`src/rtl/qscr_pkg.sv`:
```
package qscr_pkg;
  localparam int STAGES  = 8;
  localparam int CODE_W  = 3 * STAGES;
  localparam int PERIOD  = 256;
  localparam int IDX_W   = $clog2(PERIOD);
  localparam logic [STAGES-1:0] B_TAPS = 8'hA3;  // stages 0,1,5,7
  localparam logic [STAGES-1:0] D_TAPS = 8'hB1;  // stages 0,4,5,7

  typedef logic [1:0] quat_t;

  // Feedback of the quaternary register; st holds a(i..i+7), element k in [2k+1:2k].
  function automatic quat_t quat_feedback(input logic [2*STAGES-1:0] st);
    quat_t s0, s1, s2, s3, s5;
    s0 = st[1:0];
    s1 = st[3:2];
    s2 = st[5:4];
    s3 = st[7:6];
    s5 = st[11:10];
    return quat_t'((s5 * 2'd3) + s3 + (s2 * 2'd3) + {s1[0], 1'b0} + (s0 * 2'd3));
  endfunction

  function automatic quat_t z_combine(input quat_t a, input logic b, input logic d);
    return quat_t'(a + {b, 1'b0} + {d, 1'b0});
  endfunction

  function automatic logic c1_bit(input quat_t z);
    return z[1] ^ z[0];
  endfunction

  function automatic logic c2_bit(input quat_t z);
    return z[1];
  endfunction
endpackage

```
`src/rtl/qscr_quat_lfsr.sv`:
```
module qscr_quat_lfsr
  import qscr_pkg::*;
#(
  parameter int LEN = STAGES
) (
  input  logic           clk,
  input  logic           rst_n,
  input  logic           load_i,
  input  logic [LEN-1:0] seed_i,
  input  logic           shift_i,
  output quat_t          head_o
);
  logic [2*LEN-1:0] state_q;
  logic [2*LEN-1:0] seed_vec;

  genvar k;
  generate
    for (k = 0; k < LEN; k++) begin : g_seed
      if (k == 0) begin : g_first
        assign seed_vec[1:0] = {seed_i[0], 1'b1};
      end else begin : g_rest
        assign seed_vec[2*k+1:2*k] = {seed_i[k], 1'b0};
      end
    end
  endgenerate

  always_ff @(posedge clk or negedge rst_n) begin
    if (!rst_n) begin
      state_q <= {{(2*LEN-2){1'b0}}, 2'b01};
    end else if (load_i) begin
      state_q <= seed_vec;
    end else if (shift_i) begin
      state_q <= {quat_feedback(state_q), state_q[2*LEN-1:2]};
    end
  end

  assign head_o = state_q[1:0];

  p_shift_a_r3: assert property (@(posedge clk) disable iff (!rst_n)
    (shift_i && !load_i) |=> head_o == $past(state_q[3:2]));
  p_seed_a_r3: assert property (@(posedge clk) disable iff (!rst_n)
    load_i |=> head_o == {$past(seed_i[0]), 1'b1});
endmodule

```
`src/rtl/qscr_bin_lfsr.sv`:
```
module qscr_bin_lfsr
  import qscr_pkg::*;
#(
  parameter int             LEN  = STAGES,
  parameter logic [LEN-1:0] TAPS = B_TAPS
) (
  input  logic           clk,
  input  logic           rst_n,
  input  logic           load_i,
  input  logic [LEN-1:0] seed_i,
  input  logic           shift_i,
  output logic           head_o
);
  logic [LEN-1:0] state_q;
  logic           fb;

  assign fb = ^(state_q & TAPS);

  always_ff @(posedge clk or negedge rst_n) begin
    if (!rst_n) begin
      state_q <= '0;
    end else if (load_i) begin
      state_q <= seed_i;
    end else if (shift_i) begin
      state_q <= {fb, state_q[LEN-1:1]};
    end
  end

  assign head_o = state_q[0];

  p_shift_bin_r4: assert property (@(posedge clk) disable iff (!rst_n)
    (shift_i && !load_i) |=> state_q[LEN-2:0] == $past(state_q[LEN-1:1]));
  p_seed_bin_r5: assert property (@(posedge clk) disable iff (!rst_n)
    load_i |=> state_q == $past(seed_i));
endmodule

```
`src/rtl/qscr_chip_mapper.sv`:
```
module qscr_chip_mapper
  import qscr_pkg::*;
(
  input  quat_t z_i,
  input  logic  odd_i,
  input  logic  c2_hold_i,
  output logic  i_bit_o,
  output logic  q_bit_o,
  output logic  c2_now_o,
  output logic  c2_used_o
);
  logic c1;

  always_comb begin
    c1        = c1_bit(z_i);
    c2_now_o  = c2_bit(z_i);
    c2_used_o = odd_i ? c2_hold_i : c2_now_o;
    i_bit_o   = c1;
    q_bit_o   = c1 ^ odd_i ^ c2_used_o;
  end
endmodule

```
`src/rtl/qscr_short_code_gen.sv`:
```
module qscr_short_code_gen
  import qscr_pkg::*;
(
  input  logic              clk,
  input  logic              rst_n,
  input  logic              load_i,
  input  logic [CODE_W-1:0] code_i,
  input  logic              chip_en_i,
  output logic              i_bit_o,
  output logic              q_bit_o
);
  localparam logic [IDX_W-1:0] LAST_IDX = IDX_W'(PERIOD - 1);

  logic [IDX_W-1:0]  idx_q;
  logic [CODE_W-1:0] code_q;
  quat_t             z0_q;
  logic              c2_hold_q;

  logic              wrap_pt, advance, reload, shift;
  logic [CODE_W-1:0] seed;
  quat_t             a_head, z_gen, z_cur, z_seed;
  logic              b_head, d_head;
  logic              c2_now, c2_used;

  assign wrap_pt = (idx_q == LAST_IDX);
  assign advance = chip_en_i & ~load_i;
  assign reload  = load_i | (advance & wrap_pt);
  assign shift   = advance & ~wrap_pt;
  assign seed    = load_i ? code_i : code_q;
  assign z_seed  = z_combine({seed[0], 1'b1}, seed[STAGES], seed[2*STAGES]);

  qscr_quat_lfsr #(.LEN(STAGES)) u_a (
    .clk(clk), .rst_n(rst_n), .load_i(reload),
    .seed_i(seed[STAGES-1:0]), .shift_i(shift), .head_o(a_head)
  );

  qscr_bin_lfsr #(.LEN(STAGES), .TAPS(B_TAPS)) u_b (
    .clk(clk), .rst_n(rst_n), .load_i(reload),
    .seed_i(seed[2*STAGES-1:STAGES]), .shift_i(shift), .head_o(b_head)
  );

  qscr_bin_lfsr #(.LEN(STAGES), .TAPS(D_TAPS)) u_d (
    .clk(clk), .rst_n(rst_n), .load_i(reload),
    .seed_i(seed[3*STAGES-1:2*STAGES]), .shift_i(shift), .head_o(d_head)
  );

  assign z_gen = z_combine(a_head, b_head, d_head);
  assign z_cur = wrap_pt ? z0_q : z_gen;

  qscr_chip_mapper u_map (
    .z_i(z_cur), .odd_i(idx_q[0]), .c2_hold_i(c2_hold_q),
    .i_bit_o(i_bit_o), .q_bit_o(q_bit_o),
    .c2_now_o(c2_now), .c2_used_o(c2_used)
  );

  always_ff @(posedge clk or negedge rst_n) begin
    if (!rst_n) begin
      idx_q     <= '0;
      code_q    <= '0;
      z0_q      <= 2'd1;
      c2_hold_q <= 1'b0;
    end else begin
      if (load_i) code_q <= code_i;
      if (reload) begin
        idx_q <= '0;
        z0_q  <= z_seed;
      end else if (shift) begin
        idx_q <= idx_q + IDX_W'(1);
      end
      if (advance && !idx_q[0]) c2_hold_q <= c2_now;
    end
  end

  p_load_idx_r2: assert property (@(posedge clk) disable iff (!rst_n)
    load_i |=> (idx_q == '0) && (code_q == $past(code_i)));
  p_wrap_idx_r8: assert property (@(posedge clk) disable iff (!rst_n)
    (advance && wrap_pt) |=> idx_q == '0);
  p_repeat_chip0_r7: assert property (@(posedge clk) disable iff (!rst_n)
    (advance && wrap_pt) |=> z_cur == $past(z_cur));
  p_hold_r11: assert property (@(posedge clk) disable iff (!rst_n)
    (!load_i && !chip_en_i) |=> $stable(idx_q) && $stable(i_bit_o) && $stable(q_bit_o));
  p_c2_pair_r10: assert property (@(posedge clk) disable iff (!rst_n)
    (shift && !idx_q[0]) |=> c2_used == $past(c2_now));
endmodule

```
`config.mk`:
```
export PLATFORM = sky130hd
export DESIGN_NAME = qscr_short_code_gen
export DESIGN_NICKNAME = d
export VERILOG_FILES = /design/src/rtl/qscr_pkg.sv /design/src/rtl/qscr_quat_lfsr.sv /design/src/rtl/qscr_bin_lfsr.sv /design/src/rtl/qscr_chip_mapper.sv /design/src/rtl/qscr_short_code_gen.sv
export SDC_FILE = /design/constraint.sdc
export NUM_CORES = 1
export LEC_CHECK = 0
export BUFFER_PORTS_ARGS = -buffer_cell sky130_fd_sc_hd__buf_2
export CAP_MARGIN = 10
export CORE_AREA = 3 3 91 93
export CTS_BUF_LIST = sky130_fd_sc_hd__clkbuf_4 sky130_fd_sc_hd__clkbuf_8
export CTS_CLUSTER_DIAMETER = 30
export DETAILED_ROUTE_END_ITERATION = 8
export DIE_AREA = 0 0 94 96
export GPL_TIMING_DRIVEN = 0
export HOLD_SLACK_MARGIN = 0.08
export PLACE_DENSITY = 0.65
export SLEW_MARGIN = 30
export SYNTH_ARGS = -nofsm -noshare
export SYNTH_HDL_FRONTEND = slang
export SYNTH_SLANG_ARGS = --single-unit
```
`constraint.sdc`:
```
create_clock -name clk -period 3.3 [get_ports clk]
set_input_delay 0.66 -clock clk [delete_from_list [all_inputs] [get_ports clk]]
set_output_delay 0.66 -clock clk [all_outputs]
set_load 0.02 [all_outputs]
```
==> run summary, run 1 <==
Synth Cell Area = 3360 um2
Mapped Cells = 328
Crit path kind = flip-flop to output pin
Pre-CTS setup slack = 804 ps
Clk_lat worst skew = 350 ps
Measured slew at the worst slew-check pin = 539 ps
Met3 Routed Length = 342 um
Total of max-cap violations = 0
Global-route wire length before repair = 12.6 mm
Sum of negative setup slack = 0 ps
WL met2 = 3.51 mm
Largest net degree at the start of global routing = 40
CTS Hold Bufs = 0
DRT met1 WL = 3.73 mm
Worst setup SP type = flip-flop
Ys Warns = 0
CP endpoint kind = output pin
Htree depth = 3
Initial DRC Count = 115
Iteration count of the initial detailed-routing pass = 5
Clock skew = 8.27 ps
Slew headroom = 64.0%
IO Pins = 30
Worst Setup Slack, final = 446 ps
# DRC = 0
Critical Path AT = 2190 ps
Final period util = 86.5%
Most frequent cells after synthesis = dfrtp_1 (65), a21oi_1 (45), mux2_2 (25), a22oi_1 (21), o21ai_0 (20)
CTS Buf Count = 9
Yosys top cell by area = dfrtp_1
EDFF count, synth = 0
Yosys reg bits = 66
Largest cells by area after synthesis = dfrtp_1 (48%), mux2_2 (8.4%), a21oi_1 (6.7%)
Critical Path RT = 2640 ps
Most common cell in the netlist = dfrtp_1
Reg2Reg Launch Point = u_a.state_q[0]
Worst r2r path cells = 8
Clk slew on worst S/H paths = 70 ps
Top sig layer = met4
GPL Wtd Cong = 0.799
CTS tree = built
Ys async rst share = 100%
Post-DP HPWL = 5.33 mm
Status = finished clean
Min Tclk post-route = 2850 ps
Min-delay worst type = input pin to asynchronous set/reset pin
Unrepaired setup endpoints after global routing = no
Vias per cell = 5.50
Register area = 1650 um2
Vert. Die Dim = 96 um
Initial antenna violation count = 0
PostCTS Resize Cnt = 0
Leakage dissipation = 1.60 nW
Nets@finish = 400
VDD IR max = 0.187 mV
Worst-path maximum fanout = 10
Initial Util = 44.1%
Clock sinks = 66
WL per Instance = 16.2 um
Final setup fails = 0
Slew Limit Fails = 0
Fmax = 350 MHz
R2R Path End = u_a.state_q[15]
Share of the synthesized area in the top cell type = 48.5%
Die W = 94 um
Syn_area_per_cell = 10.2 um2
Total gr overflow = 0
Multi-input gate area = 1560 um2
Inst Count DP = 459
Die area = 9020 um2
CTS Root Cell = clkbuf_8
Port buffer count = 28
Via Count = 2606
Fillers = 735
Fraction of layout cells with a size suffix above 1 = 22.3%
Sequential-to-total area share from yosys stat = 49.3%
# Post-CTS Setup Buffers = 0
Layout Cells excl Fill = 474
Syn Nets = 360
Post-Route WL = 7.68 mm
Area Growth Syn to Fin = 13.7%
Final hold violations = 0
Row count = 32
Bufs on Longest Clock Path = 2
Core Region = 7610 um2
Cell Pwr Density = 493 nW/um2
Fin util = 50.1%
Unique masters post-synth = 39
R2R setup slack = 850 ps
Antenna Cells = 0
Overall Global Routing Usage = 18.2%
Vias in the first global route = 2551
Prevailing post-synth register cell = dfrtp_1
Post-route ant nets = 0
-- worst max path at each step --
| stage | startpoint | to | slack [ps] | depth (start not counted) |
|---|---|---|---|---|
| final | idx_q[0] | i_bit_o | 450 | 7 |
| after global routing | idx_q[0] | i_bit_o | 330 | 7 |
| after CTS | idx_q[0] | i_bit_o | 420 | 8 |
| after detailed placement | idx_q[0] | i_bit_o | 800 | 8 |
| after global placement | idx_q[0] | i_bit_o | 790 | 8 |
| after floorplan | idx_q[0] | i_bit_o | 810 | 7 |
-- sequential cells by signal, summed over array words and instances (netlist names) --
register,flops
code_q,24
u_a.state_q,16
u_d.state_q,8
c2_hold_q,1
u_b.state_q,8
idx_q,8
z0_q,1
-- cells by family after synthesis --
family,count (synthesis),share of synthesized area (%)
AOI/OAI and AO/OA,104,18.3
xor gates and xnor gates,22,6.23
adders and majority gates,4,1.94
buffers and inverters,31,4.29
DFF,66,49.3
muxes,27,8.99
and+or+nand+nor,74,11.0
-- through the flow --
stage	power, mW	hold slack [ps]	instance area [um2]
5_1_grt	1.98	243	3810
2_1_floorplan	1.19	364	3360
3_5_place_dp	1.29	489	3650
4_1_cts	1.90	234	3810
3_3_place_gp	1.28	481	3620
6_report	1.88	226	3810
-- critical path, stage by stage (launching register included) --
cell      delay, ps
dfrtp_1         460
ha_1            240
and4_1          160
buf_4           160
nand2_1         100
clkbuf_1        370
a21boi_0        170
buf_2           200
-- layer usage --
layer | vias up | GRT usage [%]
li1 | 1245 | -
met4 | 0 | 7.58
met1 | 1295 | 24.2
met5 | - | 0
met3 | 10 | 3.44
met2 | 56 | 29.3
-- area by class of cell --
class	instances	area share, %
multi-input combinational	231	40.9
timing repair buffer	29	4.26
tap	102	3.35
buffer	27	3.38
clock buffer	10	3.61
inverter	4	0.394
sequential	66	43.3
clock inverter	5	0.820
-- cells in the final DEF, fill, tap and decap left out, types with 3 or more instances in the layout --
cell type	Yosys	routed
a21oi_1	45	45
a31oi_1	4	4
xor2_1	5	5
nand3_1	11	11
dfrtp_1	65	65
inv_1	4	4
o21ai_1	3	3
o21ai_0	20	20
mux2_2	25	25
buf_2	7	34
nand2_1	19	19
buf_4	3	4
clkbuf_1	16	16
nor2_1	15	15
clkbuf_8	0	10
a22oi_1	21	21
xnor2_1	16	16
clkinv_2	0	3
nand2b_1	19	19
-- where the power goes --
| part | leakage, nW | internal (mW) | total, mW | switching (mW) |
|---|---|---|---|---|
| combinational | 0.700 | 0.163 | 0.338 | 0.175 |
| clock | 0.0879 | 0.286 | 0.601 | 0.315 |
| sequential | 0.810 | 0.889 | 0.941 | 0.0520 |
| total | 1.60 | 1.34 | 1.88 | 0.542 |
(Power assumes the default switching activity.)
==> inputs of run 2 (changes only) <==
Settings changed: CORE_AREA 3 3 91 93 to 3 3 89 91, CTS_CLUSTER_SIZE from default to 12, DIE_AREA 0 0 94 96 to 0 0 92 94, PLACE_DENSITY 0.65 to 0.73, SYNTH_HIERARCHICAL from default to 1.
==> run summary, run 2 <==
Vias per cell = 5.09 (was 5.50)
Slowest stage delay, CP = 500 ps (was 460 ps)
Final setup fails = 0 (unchanged)
Overall Global Routing Usage = 15.1% (was 18.2%)
Die area = 8650 um2 (was 9020 um2)
Initial DRC Count = 103 (was 115)
CTS Root Cell = clkbuf_8 (unchanged)
Largest net degree at the start of global routing = 51 (was 40)
Antenna Cells = 0 (unchanged)
Unrepaired setup endpoints after global routing = no (unchanged)
CP most frequent cell = xnor2_1
Worst setup SP type = flip-flop (unchanged)
# Post-CTS Setup Buffers = 0 (unchanged)
Crit-path slowest cell = dfrtp_1 (unchanged)
Critical Path RT = 2640 ps (about the same)
Cell Pwr Density = 534 nW/um2 (was 493 nW/um2)
Final period util = 94.6% (was 86.5%)
Leakage dissipation = 1.65 nW (was 1.60 nW)
Largest regs = code_q x24, u_a/state_q x16 (was code_q x24, u_a.state_q x16)
Post-DP HPWL = 4.14 mm (was 5.33 mm)
Bufs on Longest Clock Path = 2 (unchanged)
Area Growth Syn to Fin = 15.6% (was 13.7%)
Post-route ant nets = 0 (unchanged)
# DRC = 0 (unchanged)
CTS tree = built (unchanged)
Cell chain of the critical path = ha_2 -> and3_1 -> nand3_1 -> mux2_2 -> xnor2_1 -> nand2_1 -> xnor2_1 -> buf_2 (was ha_1 -> and4_1 -> buf_4 -> nand2_1 -> clkbuf_1 -> a21boi_0 -> buf_2)
Slew headroom = 69.3% (was 64.0%)
Min Tclk post-route = 3120 ps (was 2850 ps)
Global-route wire length before repair = 10.2 mm (was 12.6 mm)
Port buffer count = 28 (unchanged)
IO Pins = 30 (unchanged)
Status = finished clean (unchanged)
Fraction of layout cells with a size suffix above 1 = 27.6% (was 22.3%)
Htree depth = 3 (unchanged)
Mapped Cells = 279 (was 328)
Vias in the first global route = 2297 (was 2551)
Syn Nets = 311 (was 360)
Largest register by flop count = code_q (unchanged)
Critical Path AT = 2460 ps (was 2190 ps)
Slew Limit Fails = 0 (unchanged)
CP endpoint kind = output pin (unchanged)
Row count = 31 (was 32)
Clock skew = 3.70 ps (was 8.27 ps)
GPL Wtd Cong = 0.748 (was 0.799)
Vert. Die Dim = 94 um (was 96 um)
Clk slew on worst S/H paths = 60 ps (was 70 ps)
Ys Warns = 6 (was 0)
Fmax = 320 MHz (was 350 MHz)
Total gr overflow = 0 (unchanged)
Worst-path maximum fanout = 9 (was 10)
Commonest non-fill, non-tap cell in the layout = dfrtp_1 (unchanged)
Buf/Inv on CP = 1 (was 3)
Fin util = 51.8% (was 50.1%)
Total of max-cap violations = 0 (unchanged)
Synth Cell Area = 3230 um2 (was 3360 um2)
Clock sinks = 66 (unchanged)
Iteration count of the initial detailed-routing pass = 4 (was 5)
Die W = 92 um (was 94 um)
Min-delay worst type = input pin to asynchronous set/reset pin (unchanged)
Crit path kind = flip-flop to output pin (unchanged)
Nets@finish = 351 (was 400)
Measured slew at the worst slew-check pin = 460 ps (was 539 ps)
VDD IR max = 0.302 mV (was 0.187 mV)
WL per Instance = 13.9 um (was 16.2 um)
Initial Util = 44.8% (was 44.1%)
PostCTS Resize Cnt = 0 (unchanged)
Final hold violations = 0 (unchanged)
Clk_lat worst skew = 330 ps (was 350 ps)
Largest register FFs = 24 (unchanged)
CP top delay family = flip-flops (was buffers and inverters)
Most frequent cells in the layout = dfrtp_1 (65), buf_2 (32), mux2i_1 (28), mux2_2 (26), nand2_1 (24) (was dfrtp_1 (65), a21oi_1 (45), buf_2 (34), mux2_2 (25), a22oi_1 (21))
Core Region = 7210 um2 (was 7610 um2)
Syn_area_per_cell = 11.6 um2 (was 10.2 um2)
CTS Buf Count = 9 (unchanged)
Post-Route WL = 5.88 mm (was 7.68 mm)
Sum of negative setup slack = 0 ps (unchanged)
Via Count = 2146 (was 2606)
CTS Hold Bufs = 0 (unchanged)
Initial antenna violation count = 0 (unchanged)
## run 2: final timing paths
| check | slack [ps] | depth (start not counted) | end | from |
|---|---|---|---|---|
| worst max-delay path | 180 | 8 | q_bit_o | idx_q[0] |
| worst min-delay path | 200 | 1 | code_q[10] | rst_n |
| worst max register to register | 830 | 8 | u_a/state_q[4] | idx_q[0] |
| worst min register to register | 500 | 1 | code_q[5] | code_q[5] |
| max in group asynchronous | 2530 | 2 | u_a/state_q[0] | rst_n |
| min in group clk | 500 | 1 | code_q[5] | code_q[5] |
## run 2: cell type report
| cell class | count | area, um2 |
|---|---|---|
| repair buffers | 29 | 170 |
| flip-flops and latches | 66 | 1650 |
| clock buffers | 13 | 173 |
| plain buffers | 18 | 104 |
| inverters | 6 | 22.5 |
| clock inverters | 2 | 35.0 |
| multi-input cells | 189 | 1460 |
| well taps | 99 | 124 |
| fillers | 664 | 3480 |
## run 2: worst reg2reg max path, stage by stage, from the launching register on
cell	delay, ps
dfrtp_1	470
ha_2	270
and3_1	150
nand3_1	220
nor2b_1	380
buf_4	280
buf_2	290
mux2i_1	210
nor2_1	60
## run 2: per-stage QoR
step / std cells / total power, mW / cell area, um2 / worst slack, ps / hold slack (ps)
after floorplan: 279 / 1.21 / 3230 / 624 / 364
after global placement: 406 / 1.30 / 3500 / 513 / 482
after detailed placement: 407 / 1.32 / 3530 / 487 / 487
after CTS: 422 / 2.02 / 3740 / 115 / 186
after global routing: 422 / 2.11 / 3740 / 45.5 / 198
final: 422 / 2.00 / 3740 / 178 / 198
## run 2: report_power, final
group          internal, mW  leakage, nW  total [mW]  switching [mW]
sequential            0.897        0.814       0.958          0.0605
combinational         0.183        0.729       0.341           0.158
clock                 0.414        0.109       0.697           0.282
## run 2: metal layers
metal  global-route usage, %  share of wire [%]  up-vias
li1                        -                  -     1046
met1                    19.1                 47     1052
met2                    24.6                 48       38
met3                    2.40                2.8       10
met4                    8.91                2.5        0
met5                       0                  0        -
